<file path="config.mk">
export PLATFORM = sky130hd
export DESIGN_NAME = irq_gather
export DESIGN_NICKNAME = d
export VERILOG_FILES = /design/src/rtl/irq_gather.sv
export SDC_FILE = /design/constraint.sdc
export NUM_CORES = 1
export LEC_CHECK = 0
export BUFFER_PORTS_ARGS = -buffer_cell sky130_fd_sc_hd__buf_2
export CORE_MARGIN = 5
export CORE_UTILIZATION = 55
export CTS_CLUSTER_DIAMETER = 200
export CTS_CLUSTER_SIZE = 30
export DETAILED_ROUTE_END_ITERATION = 12
export PLACE_DENSITY_LB_ADDON = 0.25
export SLEW_MARGIN = 20
export SYNTH_ARGS = -nofsm -noshare
export SYNTH_HDL_FRONTEND = slang
export SYNTH_SLANG_ARGS = --single-unit
</file>
<file path="constraint.sdc">
create_clock -name clk -period 4.2 [get_ports clk]
set_input_delay 0.84 -clock clk [delete_from_list [all_inputs] [get_ports clk]]
set_output_delay 0.84 -clock clk [all_outputs]
set_load 0.02 [all_outputs]
</file>
<file path="src/rtl/irq_gather.sv">
module irq_gather #(
  parameter int NSRC    = 27,
  parameter int DW      = 32,
  parameter int EXT_IDX = 25,
  localparam int IDX_W  = $clog2(NSRC)
) (
  input  logic             clk,
  input  logic             rst_n,
  input  logic [NSRC-1:0]  evt_pulse,
  input  logic             ext_line,
  input  logic             reg_wr,
  input  logic [1:0]       reg_addr,
  input  logic [DW-1:0]    reg_wdata,
  output logic [DW-1:0]    reg_rdata,
  output logic             irq_out,
  output logic [IDX_W-1:0] pend_idx,
  output logic             none_pend
);

  localparam logic [1:0] OFS_STAT = 2'd0;
  localparam logic [1:0] OFS_MASK = 2'd1;
  localparam logic [1:0] OFS_GEN  = 2'd2;
  localparam logic [1:0] OFS_ACK  = 2'd3;
  localparam logic [NSRC-1:0] EXT_BIT = NSRC'(1) << EXT_IDX;

  logic [NSRC-1:0] status, mask, pending, set_vec, clr_vec;
  logic            gen_en;
  logic            ext_s1, ext_s2;
  logic [NSRC-1:0] wbits;
  logic            unused_hi;

  assign wbits     = reg_wdata[NSRC-1:0];
  assign unused_hi = ^reg_wdata[DW-1:NSRC];

  always_ff @(posedge clk or negedge rst_n) begin
    if (!rst_n) begin
      ext_s1 <= 1'b0;
      ext_s2 <= 1'b0;
    end else begin
      ext_s1 <= ext_line;
      ext_s2 <= ext_s1;
    end
  end

  assign set_vec = (evt_pulse & ~EXT_BIT) | (ext_s2 ? EXT_BIT : '0);
  assign clr_vec = (reg_wr && (reg_addr == OFS_STAT || reg_addr == OFS_ACK)) ? wbits : '0;

  always_ff @(posedge clk or negedge rst_n) begin
    if (!rst_n) status <= '0;
    else        status <= (status & ~clr_vec) | set_vec;
  end

  always_ff @(posedge clk or negedge rst_n) begin
    if (!rst_n) begin
      mask   <= '0;
      gen_en <= 1'b0;
    end else if (reg_wr) begin
      case (reg_addr)
        OFS_MASK: mask   <= wbits;
        OFS_ACK:  mask   <= mask & ~wbits;
        OFS_GEN:  gen_en <= reg_wdata[0];
        default:  ;
      endcase
    end
  end

  assign pending   = status & mask;
  assign none_pend = ~|pending;
  assign irq_out   = gen_en & ~none_pend;

  always_comb begin
    pend_idx = '0;
    for (int i = NSRC - 1; i >= 0; i--)
      if (pending[i]) pend_idx = IDX_W'(i);
  end

  always_comb begin
    case (reg_addr)
      OFS_STAT: reg_rdata = DW'(status);
      OFS_MASK: reg_rdata = DW'(mask);
      OFS_GEN:  reg_rdata = DW'(gen_en);
      default:  reg_rdata = {none_pend, {(DW-1-IDX_W){1'b0}}, pend_idx};
    endcase
  end

  AST_SET_LANDS: assert property (@(posedge clk) disable iff (!rst_n)
    1'b1 |=> ((status & $past(set_vec)) == $past(set_vec)))
    else $error("set source lost");

  AST_NO_SPURIOUS_SET: assert property (@(posedge clk) disable iff (!rst_n)
    1'b1 |=> ((status & ~$past(status) & ~$past(set_vec)) == '0))
    else $error("status gained without source");

  AST_W1C_DROPS: assert property (@(posedge clk) disable iff (!rst_n)
    (reg_wr && reg_addr == OFS_STAT) |=> ((status & $past(wbits) & ~$past(set_vec)) == '0))
    else $error("cleared bit stayed");

  AST_LINE_GATED: assert property (@(posedge clk) disable iff (!rst_n)
    irq_out |-> (gen_en && (status & mask) != '0))
    else $error("irq without enable and pending");

  AST_IDX_LOWEST: assert property (@(posedge clk) disable iff (!rst_n)
    !none_pend |-> (pending[pend_idx] && (pending & ((NSRC'(1) << pend_idx) - NSRC'(1))) == '0))
    else $error("index not lowest pending");

  AST_ACK_MASKS: assert property (@(posedge clk) disable iff (!rst_n)
    (reg_wr && reg_addr == OFS_ACK) |=> ((mask & $past(wbits)) == '0))
    else $error("ack left mask bit");

endmodule

</file>
* Word-level counts from Yosys, hierarchy flattened
Index checks and enable logic that the tools add are counted.
Storage, ports and cells: bits in registers 57, bits of input ports 65, output and inout port bits 39, logic and storage cells 55
Operators by class: equality and inequality tests 3, multiplexer cells 31, bitwise operators 8, reduce and logical (&&, ||, !) cells 8
Operators by type and width (count):
- $mux 5 | 27
- $pmux 32 s3 | 1
- $and 27x27->27 | 3
- $not 27->27 | 2
- $pmux 27 s2 | 1
- $mux 27 | 1
- $or 27x26->27 | 1
- $or 27x27->27 | 1
- $reduce_or 27->1 | 1
- $mux 26 | 1
- $eq 2x2->1 const B | 2
- $reduce_and 2->1 | 2
- $eq 2x1->1 const B | 1
- $logic_not 2->1 | 1
- $reduce_bool 2->1 | 1
- $and 1x1->1 | 1
- $logic_and 1x1->1 | 1
- $logic_not 1->1 | 1
- $logic_or 1x1->1 | 1

* Logic depth before layout (Yosys ltp)
Gate-level depths: netlist (run 1).
depth after elaboration 29, gate-level depth with buffers 8, depth with buffers taken out 5

* Worst setup path before layout (run 1)
OpenSTA, ideal clock, no wires.
path type input-to-output, from in reg_addr[0], to out reg_rdata[10], arrival 1.861 ns, data required time 3.360 ns, slack 1.499 ns, stages 6, buffers on the path 2, cells stage by stage inv_1 > ha_1 > buf_6 > clkbuf_1 > a22oi_1 > nor2_1
Between the ends: cells in the longest elaborated chain, start to end 2, elaborated cells on any way between the ends 4, classes of those cells eq/ne (2); mux (1); reduce/logical (1)
Ends and longest elaborated chain:
- start: declaration | line 12 | input logic [1:0] reg_addr,
- $eq 2x2->1 (tied with other cells) | line 78 | case (reg_addr)
- $pmux 32 s3 * | line 78
- end: declaration | line 14 | output logic [DW-1:0] reg_rdata,
Mark *: on every way between the ends. The rest lies on a longest branch, timed or not.

* Final worst setup path (run 1)
from in reg_addr[1], to out reg_rdata[2]
Same word-level chain as after synthesis.

==> out/results.md, run 1 <==
| Quantity | Reported |
| --- | --- |
| Total Negative Setup Slacks | 0 ns |
| Setup fix buffers added after clock tree synthesis | 0 |
| Maximum clock rate | 307 MHz |
| Final antenna diode count | 0 |
| Cell taking the most area after synthesis | sky130_fd_sc_hd__dfrtp_1 |
| RSZ-0062 raised after global routing | no |
| Remaining design rule violation count | 0 |
| First DRT Iteration DRCs | 256 |
| Vias after detailed routing | 3008 |
| Total iterations of the first detailed-routing run | 5 |
| Crit-path max FO | 15 |
| CP arrival | 2.41 ns |
| Highest-delay cell along the critical path | sky130_fd_sc_hd__ha_1 |
| Average routed wire per standard cell | 17.5 um |
| Asr flop ratio synth | 1.00 |
| Sequential-to-total area share from yosys stat | 0.444 |
| Area share of the leading cell type in the synthesized netlist | 0.444 |
| Number of buffers added by the clock tree synthesis step | 9 |
| Max incr delay on CP | 0.51 ns |
| Fin util | 0.687 |
| Number of endpoints failing setup at the final stage | 0 |
| Input/output buffers | 93 |
| Synth Instances | 328 |
| Layout cells sized above 1 | 0.309 |
| Data required time of the critical path | 3.36 ns |
| NumNets Final | 488 |
| CTS tree | built |
| Total GRT Usage | 0.242 |
| CP endpoint kind | primary output |
| Synthesized flop and latch total | 57 |
| HPWL reported at the end of detailed placement | 6340 um |
| Pin count of the biggest net entering global routing | 38 |
| Number of ports placed on the die boundary | 104 |
| Horizontal extent of the die | 86.4 um |
| Crit path kind | in2out |
| Hold Fails Final Rpt | 0 |
| Max clock buf depth | 2 |
| Number of cells on the worst hold path | 0 |
| Count of cell types in the netlist | 46 |
| Cell with the most instances after synthesis | sky130_fd_sc_hd__dfrtp_1 |
| Final-report max-slew violation count | 0 |
| Area overhead of the layout relative to synthesis | 19.9% |
| Total standard cell area after synthesis | 0.00321 mm2 |
| Final clock period utilization by the worst path | 0.774 |
| Total leakage power | 0.00180 uW |
| Leading post-synthesis cells by instance count | sky130_fd_sc_hd__dfrtp_1, sky130_fd_sc_hd__nand2_1, sky130_fd_sc_hd__a22o_1, sky130_fd_sc_hd__a21o_1, sky130_fd_sc_hd__o21ai_0 |
| Clock insertion delay at the later pin of the skew report | 0.33 ns |
| Number of cells on the worst reg-to-reg path | 1 |
| Num Clock Sinks | 57 |
| Class of the tightest hold or removal check | reg2reg |
| Core area | 0.00561 mm2 |
| Cell Chain, Critical Path | buf_2, inv_1, ha_1, buf_4, a22o_1, nand2_1, o31ai_1, buf_2 |
| Synth Flop Type | sky130_fd_sc_hd__dfrtp_1 |
| Outcome | finished clean |
| Count of hold-fix buffers inserted at cts | 0 |
| Placer's final routability congestion estimate | 0.914 |
| Kind of start point of the critical path | input port |
| GRT overflow | 0 |
| Number of synthesized flops with an enable pin | 0 |
| Number of global-route vias before repair | 3042 |
| Initial Util | 0.573 |
| Most frequent cell on the critical path | sky130_fd_sc_hd__buf_2 |
| Post-route ant nets | 0 |
| Slew Limit Headroom | 0.446 |
| Count of H-tree levels built during CTS | 3 |
| Root buffer cell | sky130_fd_sc_hd__clkbuf_8 |
| Max Cap Viol | 0 |
| Vertical die dimension | 86.4 um |
| Wire length after detailed routing | 8660 um |
| Initial antenna violation count | 0 |
| Total power divided by cell area | 411 mW/mm2 |
| CTS-repair resized insts | 0 |
| Row count | 27 |
| Time the worst path needs with I/O delays and setup | 3.25 ns |
| First-pass GRT wire length | 14400 um |
| Max IR drop VDD | 0.234 mV |
| Pin slew with the least headroom to its limit | 0.830 ns |
| CTS clock-pin slew for the worst setup and hold paths | 0.06 ns |
| Per-instance average area after synthesis | 9.80 um2 |
| Yosys Warn Count | 0 |
| Cell types with the largest area share after synthesis | sky130_fd_sc_hd__dfrtp_1, sky130_fd_sc_hd__a22o_1, sky130_fd_sc_hd__a21o_1, sky130_fd_sc_hd__a22oi_1, sky130_fd_sc_hd__nand2_1 |
| Final Skew | 0.00312 ns |
| Die area | 0.00747 mm2 |
| DR vias/cell | 6.06 |
## cell usage in the layout, fill, tap and decap left out, types with 2 or more instances in the layout
cell,n
sky130_fd_sc_hd__clkinv_2,3
sky130_fd_sc_hd__nor2_1,26
sky130_fd_sc_hd__a32o_1,4
sky130_fd_sc_hd__nor2b_1,2
sky130_fd_sc_hd__a22oi_2,6
sky130_fd_sc_hd__dfrtp_1,57
sky130_fd_sc_hd__buf_4,8
sky130_fd_sc_hd__clkbuf_1,2
sky130_fd_sc_hd__a21o_1,27
sky130_fd_sc_hd__ha_1,4
sky130_fd_sc_hd__o21a_1,3
sky130_fd_sc_hd__a21oi_1,3
sky130_fd_sc_hd__conb_1,4
sky130_fd_sc_hd__nand3_1,4
sky130_fd_sc_hd__a22oi_1,26
sky130_fd_sc_hd__buf_2,93
sky130_fd_sc_hd__nand2_1,47
sky130_fd_sc_hd__a31oi_1,2
sky130_fd_sc_hd__nand4_1,3
sky130_fd_sc_hd__inv_1,3
sky130_fd_sc_hd__a221o_1,3
sky130_fd_sc_hd__o21ai_0,27
sky130_fd_sc_hd__clkbuf_8,11
sky130_fd_sc_hd__a22o_1,32
sky130_fd_sc_hd__and2_1,2
## registers in the layout (all words and copies together), names as in the netlist
signal  count
status     27
mask       27
ext_s2      1
gen_en      1
ext_s1      1
## routing by layer
layer,track usage,share of wire,up-vias
li1,-,-,1405
met1,0.319,0.43,1471
met2,0.392,0.49,123
met3,0.0656,0.073,9
met4,0.0708,0.011,0
met5,0,0,-
## worst paths after layout
kind | start | endpoint | slack, ns
worst max-delay path | reg_addr[1] | reg_rdata[2] | 0.95
worst min-delay path | ext_s1 | ext_s2 | 0.35
worst max register to register | gen_en | gen_en | 3.44
worst min register to register | ext_s1 | ext_s2 | 0.35
max in group asynchronous | rst_n | status[24] | 2.78
min in group asynchronous | rst_n | mask[7] | 0.61
## critical path, delay by kind of cell
| kind | cells | cell delay (ns) |
|---|---|---|
| compound gates | 2 | 0.27 |
| buf+inv | 4 | 0.73 |
| simple gates | 1 | 0.05 |
| fa+ha+maj | 1 | 0.51 |
## power by group
| part | internal (uW) | switching (uW) |
|---|---|---|
| clock network | 243 | 206 |
| logic | 196 | 250 |
| registers | 612 | 75.8 |
| total | 1050 | 532 |
## kinds of logic (layout without fill, tap and decap cells)
group	count (synthesis)	after routing	share of synthesized area
and+or+nand+nor	92	92	0.130
AOI/OAI and AO/OA	146	146	0.351
muxes	1	1	0.00350
buffers and inverters	27	120	0.0549
DFF	57	57	0.444
other	1	4	0.00117
adders and majority gates	4	4	0.0156
## stage by stage
stage,area (um2),setup slack [ns],hold slack (ns),instances,power [uW]
floorplan,3220,1.50,0.331,331,992
global placement,3680,0.972,0.336,480,1130
detailed placement,3680,0.979,0.338,480,1140
CTS,3850,0.977,0.353,496,1590
global route,3850,0.839,0.354,496,1680
finish,3850,0.948,0.355,496,1580
## final cells by class
type	count	area [um2]
fillers	493	1760
multi-input cells	247	1620
flip-flops and latches	57	1430
repair buffers	101	526
clock buffers	13	159
well taps	72	90.1
clock inverters	3	15.0
inverters	3	11.3
Note: power is estimated with default switching activity, not from simulation.
==> inputs of run 2 (changes only) <==
--- a/config.mk
+++ b/config.mk
@@ -7,7 +7,7 @@
 export LEC_CHECK = 0
 export BUFFER_PORTS_ARGS = -buffer_cell sky130_fd_sc_hd__buf_2
 export CORE_MARGIN = 5
-export CORE_UTILIZATION = 55
+export CORE_UTILIZATION = 46
 export CTS_CLUSTER_DIAMETER = 200
 export CTS_CLUSTER_SIZE = 30
 export DETAILED_ROUTE_END_ITERATION = 12
==> constraint.sdc (replaced) <==
create_clock -name clk -period 2.9 [get_ports clk]
set_input_delay 0.58 -clock clk [delete_from_list [all_inputs] [get_ports clk]]
set_output_delay 0.58 -clock clk [all_outputs]
set_load 0.02 [all_outputs]
==> run 2 against run 1 <==
Against the previous run: register-to-register slack lost 1.3 ns; clock skew decreased by 0.0027 ns; combinational power increased by 46%; die area grew 17%; hold slack got worse by 0.012 ns; non-clock buffer count is 3 higher; wire length grew 4.3%; critical path type is now reg2out.
==> out/results.md, run 2 (synthesis results as in run 1) <==
| Quantity | Reported | Delta |
| --- | --- | --- |
| Outcome | finished clean | unchanged |
| Max incr delay on CP | 0.42 ns | was 0.51 ns |
| Vertical die dimension | 93.6 um | was 86.4 um |
| Cell Chain, Critical Path | a22oi_2, a311o_1, a21oi_1, o311a_1, a211oi_2, buf_2 | was buf_2, inv_1, ha_1, buf_4, a22o_1, nand2_1, o31ai_1, buf_2 |
| Total Negative Setup Slacks | 0 ns | unchanged |
| First-pass GRT wire length | 14800 um | was 14400 um |
| Kind of start point of the critical path | flop | was input port |
| Crit path kind | reg2out | was in2out |
| Max Cap Viol | 0 | unchanged |
| Final-report max-slew violation count | 0 | unchanged |
| Data required time of the critical path | 2.32 ns | was 3.36 ns |
| Number of cells on the worst reg-to-reg path | 1 | unchanged |
| Area overhead of the layout relative to synthesis | 21.5% | was 19.9% |
| CP endpoint kind | primary output | unchanged |
| HPWL reported at the end of detailed placement | 6360 um | was 6340 um |
| Max IR drop VDD | 0.328 mV | was 0.234 mV |
| Class of the tightest hold or removal check | in2reg | was reg2reg |
| Pin count of the biggest net entering global routing | 58 | was 38 |
| CTS tree | built | unchanged |
| Relative contribution of the clock network to total power | 0.287 | was 0.284 |
| CTS clock-pin slew for the worst setup and hold paths | 0.06 ns | about the same |
| Input/output buffers | 93 | unchanged |
| Post-route ant nets | 0 | unchanged |
| Total iterations of the first detailed-routing run | 4 | was 5 |
| Register-to-Register Setup Slack | 2.13 ns | was 3.44 ns |
| Core area | 0.00679 mm2 | was 0.00561 mm2 |
| Final clock period utilization by the worst path | 0.935 |  |
| Total leakage power | 0.00181 uW | was 0.00180 uW |
| NumNets Final | 491 | was 488 |
| Number of cells on the worst hold path | 1 | was 0 |
| Remaining design rule violation count | 0 | unchanged |
| Highest-delay cell along the critical path | sky130_fd_sc_hd__dfrtp_1 | was sky130_fd_sc_hd__ha_1 |
| First DRT Iteration DRCs | 152 | was 256 |
| RSZ-0062 raised after global routing | no | unchanged |
| Root buffer cell | sky130_fd_sc_hd__clkbuf_8 | unchanged |
| Number of global-route vias before repair | 2936 | was 3042 |
| Largest registers ranked by flip-flop count | mask x27, status x27 | unchanged |
| Final antenna diode count | 0 | unchanged |
| Wire length after detailed routing | 9030 um | was 8660 um |
| Vias after detailed routing | 3053 | was 3008 |
| Slew Limit Headroom | 0.286 | was 0.446 |
| Worst reg2reg path startpoint | gen_en | unchanged |
| Hold Crit Endpoint | ext_s1 | was ext_s2 |
| Worst Hold Launch | ext_line | was ext_s1 |
| Time the worst path needs with I/O delays and setup | 2.71 ns |  |
| Hold Fails Final Rpt | 0 | unchanged |
| Endpoint of the worst register-to-register path | gen_en | unchanged |
| Num Clock Sinks | 57 | unchanged |
| Initial Util | 0.473 | was 0.573 |
| Final Skew | 0.000401 ns | was 0.00312 ns |
| Clock insertion delay at the later pin of the skew report | 0.34 ns | was 0.33 ns |
| Placer's final routability congestion estimate | 0.820 | was 0.914 |
| Pin slew with the least headroom to its limit | 1.07 ns | was 0.830 ns |
| Layout cells sized above 1 | 0.314 | was 0.309 |
| Initial antenna violation count | 0 | unchanged |
| GRT overflow | 0 | unchanged |
| CTS-repair resized insts | 0 | unchanged |
| Number of buffers added by the clock tree synthesis step | 9 | unchanged |
| Horizontal extent of the die | 93.6 um | was 86.4 um |
| Max clock buf depth | 2 | unchanged |
| Total power divided by cell area | 594 mW/mm2 | was 411 mW/mm2 |
| Number of endpoints failing setup at the final stage | 0 | unchanged |
| Critical Path Source | status[25] | was reg_addr[1] |
| Crit-path max FO | 4 | was 15 |
| Hold_ws | 0.343 ns | was 0.355 ns |
| Post-layout total power | 2320 uW | was 1580 uW |
| Die area | 0.00876 mm2 | was 0.00747 mm2 |
| Flop pwr share | 0.431 | was 0.434 |
| Commonest non-fill, non-tap cell in the layout | sky130_fd_sc_hd__buf_2 | unchanged |
| Internal portion of total power | 1530 uW | was 1050 uW |
| Average routed wire per standard cell | 17.3 um | was 17.5 um |
| Maximum clock rate | 369 MHz |  |
| CP arrival | 2.13 ns | was 2.41 ns |
| Count of hold-fix buffers inserted at cts | 0 | unchanged |
| DR vias/cell | 5.84 | was 6.06 |
| Combinational group share of total power | 0.282 | about the same |
| Proportion of total power due to net switching | 0.341 | was 0.336 |
| Total GRT Usage | 0.216 | was 0.242 |
| Row count | 30 | was 27 |
| Setup fix buffers added after clock tree synthesis | 0 | unchanged |
| Count of H-tree levels built during CTS | 3 | unchanged |
| Net switching power of the design | 791 uW | was 532 uW |
| Commonest cells after routing, fill and taps aside | sky130_fd_sc_hd__buf_2, sky130_fd_sc_hd__dfrtp_1, sky130_fd_sc_hd__nand2_1 | unchanged |
| Number of ports placed on the die boundary | 104 | unchanged |
run 2: cell types whose count changed in the layout (fill, tap and decap cells not counted), sizes merged:
cell | previous run | this run
buf | 101 | 104
run 2: worst max-delay path: cells and delay by family, from the launching register on:
kind | cells | cell delay [ns]
buffers and inverters | 1 | 0.20
DFF | 1 | 0.42
AOI/OAI and AO/OA | 5 | 1.17
run 2: stage by stage:
| step | area, um2 | cells | util | setup WS (ns) |
|---|---|---|---|---|
| after global placement | 3730 | 507 | 0.549 | 0.403 |
| final | 3900 | 523 | 0.575 | 0.190 |
| after detailed placement | 3730 | 507 | 0.549 | 0.366 |
| after global routing | 3900 | 523 | 0.575 | 0.0675 |
| after CTS | 3900 | 523 | 0.575 | 0.204 |
| after floorplan | 3220 | 331 | - | 0.636 |
run 2: routing by layer:
metal | vias to the layer above | global-route usage | wire (um)
li1 | 1412 | - | -
met1 | 1510 | 0.293 | 3980
met2 | 118 | 0.339 | 4280
met3 | 13 | 0.0555 | 626
met4 | 0 | 0.0650 | 150
met5 | - | 0 | 0
run 2: worst max-delay path by stage:
stage / cells after the start / endpoint / slack, ns
2_1_floorplan: 5 / irq_out / 0.64
3_3_place_gp: 5 / mask[9] / 0.40
3_5_place_dp: 5 / mask[22] / 0.37
4_1_cts: 6 / reg_rdata[1] / 0.20
5_1_grt: 6 / reg_rdata[1] / 0.07
6_report: 6 / reg_rdata[1] / 0.19
run 2: power by group through the flow:
stage | combinational, uW | clock [uW] | sequential [uW]
6_report | 653 | 666 | 999
5_1_grt | 723 | 714 | 1010
4_1_cts | 656 | 670 | 996
3_5_place_dp | 653 | 0 | 1010
3_3_place_gp | 642 | 0 | 1000
2_1_floorplan | 460 | 0 | 977
run 2: layout make-up:
cell class | count | area [um2]
fill | 626 | 2890
clock inverter | 3 | 15.0
timing repair buffer | 104 | 548
sequential | 57 | 1430
clock buffer | 13 | 159
multi-input combinational | 247 | 1620
inverter | 3 | 11.3
tap | 96 | 120
==> inputs of run 3 (changes only) <==
--- a/config.mk
+++ b/config.mk
@@ -7,7 +7,7 @@
 export LEC_CHECK = 0
 export BUFFER_PORTS_ARGS = -buffer_cell sky130_fd_sc_hd__buf_2
 export CORE_MARGIN = 5
-export CORE_UTILIZATION = 46
+export CORE_UTILIZATION = 30
 export CTS_CLUSTER_DIAMETER = 200
 export CTS_CLUSTER_SIZE = 30
 export DETAILED_ROUTE_END_ITERATION = 12
==> run 3 against run 2 <==
Against the previous run: non-clock buffer count is the same; flip-flop and latch count stayed put; final cell count is 7.6% higher.
==> out/results.md, run 3 (synthesis results as in run 1) <==
| Quantity | Reported | Delta |
| --- | --- | --- |
| Critical Path Source | mask[12] | was status[25] |
| CTS tree | built | unchanged |
| Final antenna diode count | 0 | unchanged |
| Number of global-route vias before repair | 3126 | was 2936 |
| Time the worst path needs with I/O delays and setup | 2.70 ns | was 2.71 ns |
| Commonest non-fill, non-tap cell in the layout | sky130_fd_sc_hd__buf_2 | unchanged |
| First DRT Iteration DRCs | 134 | was 152 |
| First-pass GRT wire length | 16400 um | was 14800 um |
| Root buffer cell | sky130_fd_sc_hd__clkbuf_8 | unchanged |
| Initial Util | 0.310 | was 0.473 |
| Maximum clock rate | 370 MHz | was 369 MHz |
| Average routed wire per standard cell | 17.6 um | was 17.3 um |
| Cell Chain, Critical Path | a22oi_1, or2b_1, a21boi_1, o311a_1, a211oi_2, buf_2 | was a22oi_2, a311o_1, a21oi_1, o311a_1, a211oi_2, buf_2 |
| Worst reg2reg path startpoint | gen_en | unchanged |
| Largest registers ranked by flip-flop count | mask x27, status x27 | unchanged |
| Post-route ant nets | 0 | unchanged |
| Pin slew with the least headroom to its limit | 0.752 ns | was 1.07 ns |
| CTS-repair resized insts | 0 | unchanged |
| Area occupied by multi-input gates | 0.00163 mm2 | was 0.00162 mm2 |
| Commonest cells after routing, fill and taps aside | sky130_fd_sc_hd__buf_2, sky130_fd_sc_hd__dfrtp_1, sky130_fd_sc_hd__nand2_1 | unchanged |
| Register-to-Register Setup Slack | 2.12 ns | was 2.13 ns |
| HPWL reported at the end of detailed placement | 7230 um | was 6360 um |
| Vertical die dimension | 113 um | was 93.6 um |
| Total leakage power | 0.00183 uW | was 0.00181 uW |
| Final clock period utilization by the worst path | 0.932 | was 0.935 |
| Sequential cell area | 0.00143 mm2 | unchanged |
| Layout cells sized above 1 | 0.319 | was 0.314 |
| GRT overflow | 0 | unchanged |
| Max incr delay on CP | 0.41 ns | was 0.42 ns |
| Number of cells on the worst reg-to-reg path | 1 | unchanged |
| Remaining design rule violation count | 0 | unchanged |
| Crit path kind | reg2out | unchanged |
| Pin count of the biggest net entering global routing | 58 | unchanged |
| Layout Cell Area excl Fill | 0.00399 mm2 | was 0.00390 mm2 |
| Row count | 37 | was 30 |
| Number of ports placed on the die boundary | 104 | unchanged |
| NumNets Final | 491 | unchanged |
| Initial antenna violation count | 0 | unchanged |
| Total GRT Usage | 0.161 | was 0.216 |
| Area overhead of the layout relative to synthesis | 24.2% | was 21.5% |
| Highest-delay cell along the critical path | sky130_fd_sc_hd__dfrtp_1 | unchanged |
| Total Negative Setup Slacks | 0 ns | unchanged |
| Horizontal extent of the die | 113 um | was 93.6 um |
| CP arrival | 2.12 ns | was 2.13 ns |
| Number of endpoints failing setup at the final stage | 0 | unchanged |
| Max clock buf depth | 2 | unchanged |
| Hold Fails Final Rpt | 0 | unchanged |
| Kind of start point of the critical path | flop | unchanged |
| Data required time of the critical path | 2.32 ns | about the same |
| Max Cap Viol | 0 | unchanged |
| Critical path capture point | reg_rdata[1] | unchanged |
| Class of the tightest hold or removal check | in2reg | unchanged |
| Input/output buffers | 93 | unchanged |
| Number of buffers added by the clock tree synthesis step | 9 | unchanged |
| Placer's final routability congestion estimate | 0.786 | was 0.820 |
| Cell area after placement | 0.00378 mm2 | was 0.00373 mm2 |
| Hold_ws | 0.330 ns | was 0.343 ns |
| Core area | 0.0104 mm2 | was 0.00679 mm2 |
| Crit-path max FO | 4 | unchanged |
| Final Skew | 0.000180 ns | was 0.000401 ns |
| Endpoint of the worst register-to-register path | gen_en | unchanged |
| Vias after detailed routing | 2990 | was 3053 |
| Count of hold-fix buffers inserted at cts | 0 | unchanged |
| Total power divided by cell area | 620 mW/mm2 | was 594 mW/mm2 |
| Die area | 0.0129 mm2 | was 0.00876 mm2 |
| RSZ-0062 raised after global routing | no | unchanged |
| Slew Limit Headroom | 0.499 | was 0.286 |
| Num Clock Sinks | 57 | unchanged |
| Max IR drop VDD | 0.199 mV | was 0.328 mV |
| Number of inserted filler cells in the final layout | 1072 | was 626 |
| CTS clock-pin slew for the worst setup and hold paths | 0.06 ns | about the same |
| Outcome | finished clean | unchanged |
| Count of H-tree levels built during CTS | 3 | unchanged |
| Total iterations of the first detailed-routing run | 4 | unchanged |
| Clock insertion delay at the later pin of the skew report | 0.35 ns | was 0.34 ns |
| Setup fix buffers added after clock tree synthesis | 0 | unchanged |
| DR vias/cell | 5.31 | was 5.84 |
| Wire length after detailed routing | 9920 um | was 9030 um |
| CP endpoint kind | primary output | unchanged |
| Final-report max-slew violation count | 0 | unchanged |
run 3: cell types whose count changed in the layout (fill, tap and decap cells not counted), sizes merged:
cell	previous run	this run
bufinv	0	2
clkbuf	13	10
clkinvlp	0	1
run 3: how the worst min path moves through the flow:
stage / startpoint / to / slack, ns / cells after the start
detailed placement: ext_s1 / ext_s2 / 0.35 / 0
global placement: ext_s1 / ext_s2 / 0.33 / 0
CTS: ext_line / ext_s1 / 0.31 / 1
floorplan: rst_n / ext_s1 / 0.28 / 0
finish: ext_line / ext_s1 / 0.33 / 1
global route: ext_line / ext_s1 / 0.32 / 1
run 3: power by group:
group          total, uW  switching [uW]  internal (uW)
clock                820             341            479
combinational        662             375            288
sequential           995             108            886
total               2480             823           1650
run 3: final cells by class:
class | count | share of cell area
inverter | 3 | 0.00282
clock buffer | 10 | 0.0320
tap | 136 | 0.0426
timing repair buffer | 104 | 0.137
clock inverter | 6 | 0.0207
multi-input combinational | 247 | 0.407
sequential | 57 | 0.357
run 3: metal layers:
metal	vias to the layer above	routed length (um)	track usage
li1	1413	-	-
met4	0	153	0.0577
met1	1478	4730	0.220
met2	86	4470	0.248
met5	-	0	0
met3	13	563	0.0393
run 3: per-stage QoR:
step | instances | setup slack (ns) | util | power (uW)
after global placement | 547 | 0.427 | 0.365 | 1660
after floorplan | 331 | 0.636 | - | 1440
after detailed placement | 547 | 0.371 | 0.365 | 1670
final | 563 | 0.198 | 0.385 | 2480
after CTS | 563 | 0.165 | 0.385 | 2500
after global routing | 563 | 0.0787 | 0.385 | 2620
run 3: worst max-delay path: cells and delay by family, from the launching register on:
| family | cells | cell delay [ns] |
|---|---|---|
| AOI/OAI and AO/OA | 4 | 1.00 |
| and+or+nand+nor | 1 | 0.16 |
| buffers and inverters | 1 | 0.21 |
| DFF | 1 | 0.41 |
